[src/rtl/cache_cfg_pkg.sv]
`timescale 1ns/1ps
package cache_cfg_pkg;

    localparam int unsigned ADDR_W       = 32;
    localparam int unsigned PAGE_LOG2    = 12;
    localparam int unsigned SIZE_W       = 4;
    localparam int unsigned BASE_W       = ADDR_W - PAGE_LOG2;
    localparam int unsigned REGION_BYTES = 3;

    localparam logic [7:0] IDX_CTRL0   = 8'hC0;
    localparam logic [7:0] IDX_CTRL1   = 8'hC1;
    localparam logic [7:0] IDX_REGION0 = 8'hC4;
    localparam logic [3:0] IDX_GROUP   = 4'hC;

    localparam logic [7:0] CTRL0_MASK = 8'h37;

    typedef struct packed {
        logic flush_on_hold;   // bit 5
        logic flush_en;        // bit 4
        logic a20_mask;        // bit 2
        logic hole_vga;        // bit 1
        logic hole_low64k;     // bit 0
    } ctrl0_t;

    typedef struct packed {
        logic [BASE_W-1:0] base;
        logic [SIZE_W-1:0] size;
    } region_t;

    function automatic logic [7:0] ctrl0_pack(input ctrl0_t c);
        return {2'b00, c.flush_on_hold, c.flush_en, 1'b0, c.a20_mask, c.hole_vga, c.hole_low64k};
    endfunction

    function automatic ctrl0_t ctrl0_unpack(input logic [7:0] b);
        ctrl0_t c;
        c.flush_on_hold = b[5];
        c.flush_en      = b[4];
        c.a20_mask      = b[2];
        c.hole_vga      = b[1];
        c.hole_low64k   = b[0];
        return c;
    endfunction

    // Window match: address bits above the window size equal the base bits.
    function automatic logic region_hit(input region_t r, input logic [ADDR_W-1:0] a);
        logic [ADDR_W-1:0] keep;
        logic [ADDR_W-1:0] base_full;
        if (r.size == '0) return 1'b0;
        keep      = {ADDR_W{1'b1}} << (PAGE_LOG2 - 1 + 32'(r.size));
        base_full = {r.base, {PAGE_LOG2{1'b0}}};
        return ((a ^ base_full) & keep) == '0;
    endfunction

    function automatic logic low64k_hit(input logic [ADDR_W-1:0] a);
        return a[19:16] == 4'h0;
    endfunction

    function automatic logic vga_hole_hit(input logic [ADDR_W-1:0] a);
        return (a[ADDR_W-1:20] == '0) && (a[19:16] >= 4'hA);
    endfunction

endpackage

[src/rtl/cfg_regfile.sv]
`timescale 1ns/1ps
module cfg_regfile
    import cache_cfg_pkg::*;
#(
    parameter int unsigned IOADDR_W    = 16,
    parameter logic [15:0] IDX_PORT    = 16'h0022,
    parameter logic [15:0] DATA_PORT   = 16'h0023,
    parameter int unsigned NUM_REGIONS = 4
) (
    input  logic                         clk,
    input  logic                         rst,
    input  logic                         io_wr,
    input  logic                         io_rd,
    input  logic [IOADDR_W-1:0]          io_addr,
    input  logic [7:0]                   io_wdata,
    output logic [7:0]                   io_rdata,
    output logic [7:0]                   cur_index,
    output ctrl0_t                       ctrl0,
    output logic                         ctrl1_b7,
    output region_t [NUM_REGIONS-1:0]    regions
);
    localparam int unsigned NUM_BYTES = NUM_REGIONS * REGION_BYTES;
    localparam int unsigned SLOT_W    = $clog2(NUM_BYTES);
    localparam logic [7:0]  LAST_IDX  = IDX_REGION0 + 8'(NUM_BYTES - 1);

    logic [7:0]        rbytes [NUM_BYTES];
    logic [SLOT_W-1:0] slot;
    logic              in_group;
    logic              region_sel;
    logic              at_idx_port;
    logic              at_data_port;

    assign at_idx_port  = (io_addr == IOADDR_W'(IDX_PORT));
    assign at_data_port = (io_addr == IOADDR_W'(DATA_PORT));
    assign in_group     = (cur_index[7:4] == IDX_GROUP);
    assign region_sel   = (cur_index >= IDX_REGION0) && (cur_index <= LAST_IDX);
    assign slot         = SLOT_W'(cur_index - IDX_REGION0);

    always_ff @(posedge clk) begin
        if (rst) begin
            cur_index <= '0;
            ctrl0     <= '0;
            ctrl1_b7  <= 1'b0;
            for (int i = 0; i < int'(NUM_BYTES); i++) rbytes[i] <= '0;
        end else if (io_wr) begin
            if (at_idx_port) begin
                cur_index <= io_wdata;
            end else if (at_data_port) begin
                if (cur_index == IDX_CTRL0)      ctrl0    <= ctrl0_unpack(io_wdata);
                else if (cur_index == IDX_CTRL1) ctrl1_b7 <= io_wdata[7];
                else if (region_sel)             rbytes[slot] <= io_wdata;
            end
        end
    end

    always_comb begin
        io_rdata = 8'h00;
        if (io_rd) begin
            if (at_idx_port) begin
                io_rdata = cur_index;
            end else if (at_data_port) begin
                if (!in_group)                   io_rdata = 8'hFF;
                else if (cur_index == IDX_CTRL0) io_rdata = ctrl0_pack(ctrl0);
                else if (cur_index == IDX_CTRL1) io_rdata = {ctrl1_b7, 7'b0};
                else if (region_sel)             io_rdata = rbytes[slot];
            end
        end
    end

    for (genvar g = 0; g < int'(NUM_REGIONS); g++) begin : g_region
        localparam int unsigned B0 = g * REGION_BYTES;
        assign regions[g].base = {rbytes[B0], rbytes[B0+1], rbytes[B0+2][7:4]};
        assign regions[g].size = rbytes[B0+2][3:0];
    end
endmodule

[src/rtl/region_matcher.sv]
`timescale 1ns/1ps
module region_matcher
    import cache_cfg_pkg::*;
#(
    parameter int unsigned NUM_REGIONS = 4
) (
    input  region_t [NUM_REGIONS-1:0] regions,
    input  logic [ADDR_W-1:0]         addr,
    output logic [NUM_REGIONS-1:0]    hits
);
    for (genvar g = 0; g < int'(NUM_REGIONS); g++) begin : g_match
        assign hits[g] = region_hit(regions[g], addr);
    end
endmodule

[src/rtl/hold_flush.sv]
`timescale 1ns/1ps
module hold_flush (
    input  logic clk,
    input  logic rst,
    input  logic hold_ack,
    input  logic enable,
    output logic flush_req
);
    logic hold_q;

    always_ff @(posedge clk) begin
        if (rst) begin
            hold_q    <= 1'b0;
            flush_req <= 1'b0;
        end else begin
            hold_q    <= hold_ack;
            flush_req <= hold_ack & ~hold_q & enable;
        end
    end
endmodule

[src/rtl/cache_cfg_unit.sv]
`timescale 1ns/1ps
module cache_cfg_unit
    import cache_cfg_pkg::*;
#(
    parameter int unsigned IOADDR_W    = 16,
    parameter logic [15:0] IDX_PORT    = 16'h0022,
    parameter logic [15:0] DATA_PORT   = 16'h0023,
    parameter int unsigned NUM_REGIONS = 4
) (
    input  logic                clk,
    input  logic                rst,
    input  logic                io_wr,
    input  logic                io_rd,
    input  logic [IOADDR_W-1:0] io_addr,
    input  logic [7:0]          io_wdata,
    output logic [7:0]          io_rdata,
    input  logic [ADDR_W-1:0]   mem_addr,
    input  logic                hold_ack,
    output logic                noncacheable,
    output logic                flush_req,
    output logic                a20_mask_en
);
    logic [7:0]                cur_index;
    ctrl0_t                    ctrl0;
    logic                      ctrl1_b7;
    region_t [NUM_REGIONS-1:0] regions;
    logic [NUM_REGIONS-1:0]    hits;
    logic                      hole_hit;

    cfg_regfile #(
        .IOADDR_W(IOADDR_W), .IDX_PORT(IDX_PORT),
        .DATA_PORT(DATA_PORT), .NUM_REGIONS(NUM_REGIONS)
    ) regs_i (
        .clk(clk), .rst(rst), .io_wr(io_wr), .io_rd(io_rd),
        .io_addr(io_addr), .io_wdata(io_wdata), .io_rdata(io_rdata),
        .cur_index(cur_index), .ctrl0(ctrl0), .ctrl1_b7(ctrl1_b7),
        .regions(regions)
    );

    region_matcher #(.NUM_REGIONS(NUM_REGIONS)) match_i (
        .regions(regions), .addr(mem_addr), .hits(hits)
    );

    hold_flush flush_i (
        .clk(clk), .rst(rst), .hold_ack(hold_ack),
        .enable(ctrl0.flush_on_hold), .flush_req(flush_req)
    );

    assign hole_hit = (ctrl0.hole_low64k & low64k_hit(mem_addr))
                    | (ctrl0.hole_vga    & vga_hole_hit(mem_addr));

    assign noncacheable = (|hits) | hole_hit;
    assign a20_mask_en  = ctrl0.a20_mask;
endmodule

[config.mk]
export PLATFORM = sky130hd
export DESIGN_NAME = cache_cfg_unit
export DESIGN_NICKNAME = d
export VERILOG_FILES = /design/src/rtl/cache_cfg_pkg.sv /design/src/rtl/cfg_regfile.sv /design/src/rtl/region_matcher.sv /design/src/rtl/hold_flush.sv /design/src/rtl/cache_cfg_unit.sv
export SDC_FILE = /design/constraint.sdc
export NUM_CORES = 1
export LEC_CHECK = 0
export BUFFER_PORTS_ARGS = -buffer_cell sky130_fd_sc_hd__buf_2
export CAP_MARGIN = 5
export CORE_ASPECT_RATIO = 1.1
export CORE_MARGIN = 1
export CORE_UTILIZATION = 55
export DETAILED_ROUTE_END_ITERATION = 8
export PLACE_DENSITY = 0.74
export SKIP_LAST_GASP = 1
export SLEW_MARGIN = 40
export SYNTH_ARGS = -nofsm -noshare
export SYNTH_HDL_FRONTEND = slang
export SYNTH_SLANG_ARGS = --single-unit
export TNS_END_PERCENT = 5
[constraint.sdc]
create_clock -name clk -period 3.65 [get_ports clk]
set_input_delay 0.1825 -clock clk [delete_from_list [all_inputs] [get_ports clk]]
set_output_delay 0.1825 -clock clk [all_outputs]
set_load 0.01 [all_outputs]
==> results.yml, run 1 <==
setup_path:
  r2r_cells: 9
  critPathMaxStageDelay_ps: 510
  cp_max_fo: 7
  cp-start-kind: "flop"
  cpMaxStageDelayCell: "edfxtp_1"
  required_ps: 3470
  arrival_ps: 3270
  cp_cell_sequence: "inv_1 > ha_1 > inv_1 > ha_1 > nor2b_2 > nor2b_1 > nor4bb_1 > a31oi_1 > o41ai_1 > nand4_1 > nand4_1 > buf_2"
  ff2ff_setup_slack_ps: 710
  r2r-start: "regs_i.cur_index[2]"
  worstSetupPathType: "reg2out"
  reg2reg_to: "regs_i.rbytes[3][4]"
  worstSetupEndpointType: "output port"
sta:
  worstMarginPinSlew_ps: 696.1
  setup_slack_ps: 195.8
  grt_setup_unrepaired: "no"
  slew_violations: 0
  fmax_mhz: 289.5
  slew_headroom_pct: 53.43
  fin_setup_tns_ps: 0
  min_period_ps: 3454
  skew_ps: 9.140
  min_period_over_period_pct: 94.63
  setup_viol: 0
  hold_viol_final: 0
clocking:
  cts_num_sinks: 144
  cts-root-buf: "clkbuf_16"
  ctsLongestPathBuffers: 2
  cts_setup_buffers: 0
  h-tree-depth: 4
  cts_tree: "yes"
  numCtsBuffers: 17
  clk_pin_slew_ps: 60
  insertion_delay_ps: 420
power:
  peakVddDrop_v: 0.0003512
  total_leakage_power_uw: 0.003602
  power_density_nw_per_um2: 413.0
synth:
  ys_async_sr_fraction_pct: 0
  yosysMostFrequentCell: "edfxtp_1"
  syn_area_per_cell_um2: 11.09
  ys.flop_type: "edfxtp_1"
  seq_area_frac_synth_pct: 46.30
  yosys-top-cells-count: "128 x edfxtp_1, 101 x and2_1, 53 x xnor2_1"
  synth_edf_count: 128
  ys_seq_elements: 144
  synth_cells: 811
  yosysTopAreaCell: "edfxtp_1"
  yosys.area.top_type_share_pct: 42.74
  yosysWarnings: 0
  syn_area_um2: 8994
  synth_area_leaders: "edfxtp_1 43%, mux4_2 10%, and2_1 7.0%"
  netlist-cell-type-count: 59
place:
  dp_slack_ps: 651.3
  gp_congestion: 0.9765
  hpwl_um: 20000
  port_buffers: 71
floorplan:
  die_area_um2: 16870
  core_um2: 15860
  ios: 72
  chipHeight_um: 136.1
  start_util_pct: 56.72
  fp.dieW_um: 123.9
  num_rows: 48
drt:
  num_vias: 6994
  post_drt_wl_per_cell_um: 24.30
  route.detailed.drc: 0
  drtIter0Drc: 796
  routed_wl_um: 26480
  firstDrtPassIters: 5
  viasPerCell: 6.417
  postRouteAntennaNets: 0
finish:
  drive_gt1_share_pct: 18.20
  antenna_cells: 0
  syn2layout_area_growth_pct: 12.79
  final_nets: 959
  nFillCells: 1256
grt:
  grt_max_degree: 30
  overflow: 0
  grt_pass1_wl_um: 39210
  grt_pass1_vias: 6792
  track_usage_pct: 32.91
  grt_antenna_before_repair: 0
hold_path:
  worstHoldStart: "hold_ack"
  hold_depth: 2
  min_to: "flush_i.hold_q"
  hp-class: "in2reg"
run_status:
  status: "finished clean"
job:
  maxCapViolations: 0
## per-layer routing
metal	track usage (%)	vias to the layer above	part of all wire [%]	wire length, µm
met3	8.012	75	11	2833
met4	13.69	0	3.7	988
met2	54.23	467	48	12650
met5	0	-	0	0
li1	-	3076	-	-
met1	41.27	3376	38	10010
## cell usage in the layout (no fill, tap or decap), drive strengths merged, types with 4 or more instances in the layout
master	count
edfxtp	128
and2	102
buf	79
xnor2	53
nor2	50
a21oi	47
mux4	40
nand2	38
inv	36
o21ai	33
xor2	32
nor2b	23
ha	21
a31oi	17
clkbuf	17
conb	16
dfxtp	16
nor3	15
nand3	14
mux2i	14
or2	13
o22ai	9
nor4	8
nand4	7
nand2b	4
o21a	4
clkinvlp	4
or4	4
a21boi	4
## kinds of logic after synthesis
logic type | count (synthesis) | synth area share (%)
other cells | 1 | 0.04170
fa+ha+maj | 22 | 3.033
flops | 144 | 46.30
mux | 54 | 11.57
simple gates | 284 | 17.36
compound gates | 145 | 10.10
xor+xnor | 85 | 8.278
buf+inv | 76 | 3.311
## sequential cells by signal, summed over array words and instances (netlist names)
name               flops
flush_i.hold_q         1
regs_i.ctrl1_b7        1
regs_i.cur_index       8
flush_i.flush_req      1
regs_i.rbytes        128
regs_i.ctrl0           5
## through the flow
step           cell area (µm²)  total power [µW]  hold slack, ps  utilization (%)  instances
3_5_place_dp              9542              2471           465.1            60.18       1058
6_report                 10140              4189           25.85            63.98       1090
4_1_cts                  10140              4176           22.18            63.94       1090
3_3_place_gp              9542              2461           424.3            60.18       1058
5_1_grt                  10140              4287           43.49            63.98       1090
2_1_floorplan             9050              2271           281.4                -        826
## worst max path at each step
stage                         from  cells past startpoint             endpoint  slack (ps)
2_1_floorplan  regs_i.cur_index[2]                      9  regs_i.rbytes[1][0]         750
3_3_place_gp   regs_i.rbytes[8][1]                     12         noncacheable         670
5_1_grt        regs_i.rbytes[5][1]                     12         noncacheable          20
3_5_place_dp   regs_i.cur_index[1]                      8  regs_i.rbytes[2][1]         650
4_1_cts        regs_i.rbytes[8][1]                     12         noncacheable         190
6_report       regs_i.rbytes[8][1]                     12         noncacheable         200
## worst max-delay path, delay by kind of cell (launching register included)
family / cells / cell delay, ps
buffers and inverters: 3 / 340
DFF: 1 / 510
AOI/OAI and AO/OA: 2 / 520
and+or+nand+nor: 5 / 860
adders and majority gates: 2 / 620
## final cells by class
class	count	area (µm²)	share of cell area (%)
sequential	144	4169	41.10
clock buffer	17	425.4	4.194
timing repair buffer	79	427.9	4.219
tap	200	250.2	2.467
clock inverter	15	171.4	1.690
multi-input combinational	606	4591	45.26
inverter	29	108.9	1.073
## report_power, final
group / internal [µW] / leakage (µW) / switching [µW]
logic: 205 / 0.00198 / 306
clock network: 1020 / 0.000280 / 710
registers: 1860 / 0.00134 / 79.7
total: 3090 / 0.00360 / 1100
## repair_timing
item	in CTS	in global routing
setup endpoints to repair	0	1
resized for setup	0	1
hold buffers	0	0
Note: power is estimated with default switching activity, not from simulation.
==> run 2: changes to the inputs <==
--- a/config.mk
+++ b/config.mk
@@ -7,11 +7,13 @@
 export LEC_CHECK = 0
 export BUFFER_PORTS_ARGS = -buffer_cell sky130_fd_sc_hd__buf_2
 export CAP_MARGIN = 5
+export CELL_PAD_IN_SITES_DETAIL_PLACEMENT = 1
+export CELL_PAD_IN_SITES_GLOBAL_PLACEMENT = 2
 export CORE_ASPECT_RATIO = 1.1
 export CORE_MARGIN = 1
-export CORE_UTILIZATION = 55
+export CORE_UTILIZATION = 41
 export DETAILED_ROUTE_END_ITERATION = 8
-export PLACE_DENSITY = 0.74
+export PLACE_DENSITY_LB_ADDON = 0.1
 export SKIP_LAST_GASP = 1
 export SLEW_MARGIN = 40
 export SYNTH_ARGS = -nofsm -noshare
==> run 2 against run 1 <==
First-iteration DRC count decreased by 38%. Register-to-register slack worse by 180 ps. Global-route usage shrank 4.5 points. Non-clock buffer count is 6 higher. Critical path type unchanged.
==> results.yml, run 2 (synthesized netlist as in run 1, its figures left out) <==
run_status:
  status: "finished clean"
finish:
  final_area_um2: 10300
  syn2layout_area_growth_pct: 14.52
  final_cell_mix: "128 x edfxtp_1, 101 x and2_1, 71 x buf_2"
  layout_commonest_cell: "edfxtp_1"
  final_nets: 965
  largest_register_ffs: 128
  nFillCells: 2367
  largest_register: "regs_i.rbytes"
  antenna_cells: 0
  drive_gt1_share_pct: 18.64
  reg_top3: "regs_i.rbytes: 128 flops, regs_i.cur_index: 8 flops, regs_i.ctrl0: 5 flops"
sta:
  fin_setup_tns_ps: 0
  fmax_mhz: 294.8
  skew_ps: 8.505
  setup_viol: 0
  worstMarginPinSlew_ps: 664.5
  min_period_over_period_pct: 92.94
  grt_setup_unrepaired: "no"
  slew_headroom_pct: 55.55
  whs_ps: 25.75
  hold_viol_final: 0
  min_period_ps: 3392
  slew_violations: 0
drt:
  routed_wl_um: 30570
  viasPerCell: 5.772
  route.detailed.drc: 0
  drtIter0Drc: 495
  post_drt_wl_per_cell_um: 25.77
  num_vias: 6846
  postRouteAntennaNets: 0
  firstDrtPassIters: 5
clocking:
  cts_tree: "yes"
  clk_pin_slew_ps: 60
  cts_num_sinks: 144
  h-tree-depth: 4
  ctsLongestPathBuffers: 2
  numCtsBuffers: 17
  cts_hold_buf: 0
  cts-root-buf: "clkbuf_16"
  insertion_delay_ps: 410
floorplan:
  die_area_um2: 22530
  ios: 72
  start_util_pct: 41.95
  chipHeight_um: 157.3
  core_um2: 21440
  fp.dieW_um: 143.2
  num_rows: 56
power:
  p_clk_share_pct: 40.6
  power_density_nw_per_um2: 405.2
  pwr-share-seq_pct: 46.5
  total_leakage_power_uw: 0.003637
  power.share.switching_pct: 27.36
  power_uw: 4174
  p_comb_share_pct: 12.9
  p_int_uw: 3032
  p_sw_uw: 1142
  peakVddDrop_v: 0.0003100
setup_path:
  cpMostUsedCell: "nand4_1"
  cp-start-kind: "flop"
  required_ps: 3470
  cp_cell_sequence: "inv_1 > ha_1 > or4_1 > a21boi_1 > a21oi_1 > nor4_1 > nand4_1 > nand4_1 > buf_2"
  worstSetupEndpointType: "output port"
  critPathMaxStageDelay_ps: 520
  cp_num_buf_inv: 2
  cpMaxStageDelayCell: "or4_1"
  worstSetupPathType: "reg2out"
  crit_family: "simple AND/OR/NAND/NOR gates"
  arrival_ps: 3210
  cp_max_fo: 7
place:
  placed_area_um2: 9697
  hpwl_um: 23750
  port_buffers: 71
  gp_congestion: 0.9001
grt:
  track_usage_pct: 28.46
  grt_antenna_before_repair: 0
  grt_pass1_wl_um: 45680
  grt_max_degree: 43
  grt_pass1_vias: 7067
  overflow: 0
job:
  maxCapViolations: 0
hold_path:
  hp-class: "in2reg"
==> run 2: cell type report <==
cell class / instances / area [µm²] / area share [%]
multi-input cells: 606 / 4598 / 44.64
flip-flops and latches: 144 / 4167 / 40.45
repair buffers: 85 / 485.5 / 4.713
clock buffers: 17 / 425.4 / 4.130
well taps: 290 / 362.8 / 3.523
clock inverters: 15 / 152.6 / 1.482
inverters: 29 / 108.9 / 1.057
==> run 2: path summary, 6_finish.rpt <==
| kind | startpoint | to | slack, ps | cells after the start |
|---|---|---|---|---|
| max | regs_i.rbytes[5][0] | noncacheable | 260 | 9 |
| min | hold_ack | flush_i.hold_q | 30 | 2 |
| max reg2reg | regs_i.cur_index[3] | regs_i.rbytes[2][6] | 530 | 8 |
| min reg2reg | regs_i.ctrl0[3] | regs_i.ctrl0[3] | 500 | 2 |
==> run 2: power groups by stage <==
stage,registers [µW],clock network [µW],logic [µW]
global placement,1970,0,521
global route,1950,1780,585
finish,1940,1700,539
detailed placement,1970,0,529
CTS,1940,1720,533
floorplan,1930,0,340
==> run 2: timing repair <==
item	CTS	global route
setup endpoints to repair	0	1
buffers inserted	0	2
resized for setup	0	3
==> run 2: routing by layer <==
layer	track usage (%)	routed length [µm]	part of all wire [%]	up-vias
li1	-	-	-	3088
met4	10.74	943	3.1	0
met3	2.525	1282	4.2	50
met2	49.15	15290	50	251
met1	37.03	13050	43	3457
met5	0	0	0	-
==> run 2: metrics by stage <==
stage | setup slack (ps) | util (%) | instances
2_1_floorplan | 749.7 | - | 826
4_1_cts | 67.93 | 47.92 | 1184
3_3_place_gp | 576.8 | 45.23 | 1152
3_5_place_dp | 545.3 | 45.23 | 1152
5_1_grt | 4.094 | 48.04 | 1186
6_report | 257.6 | 48.04 | 1186
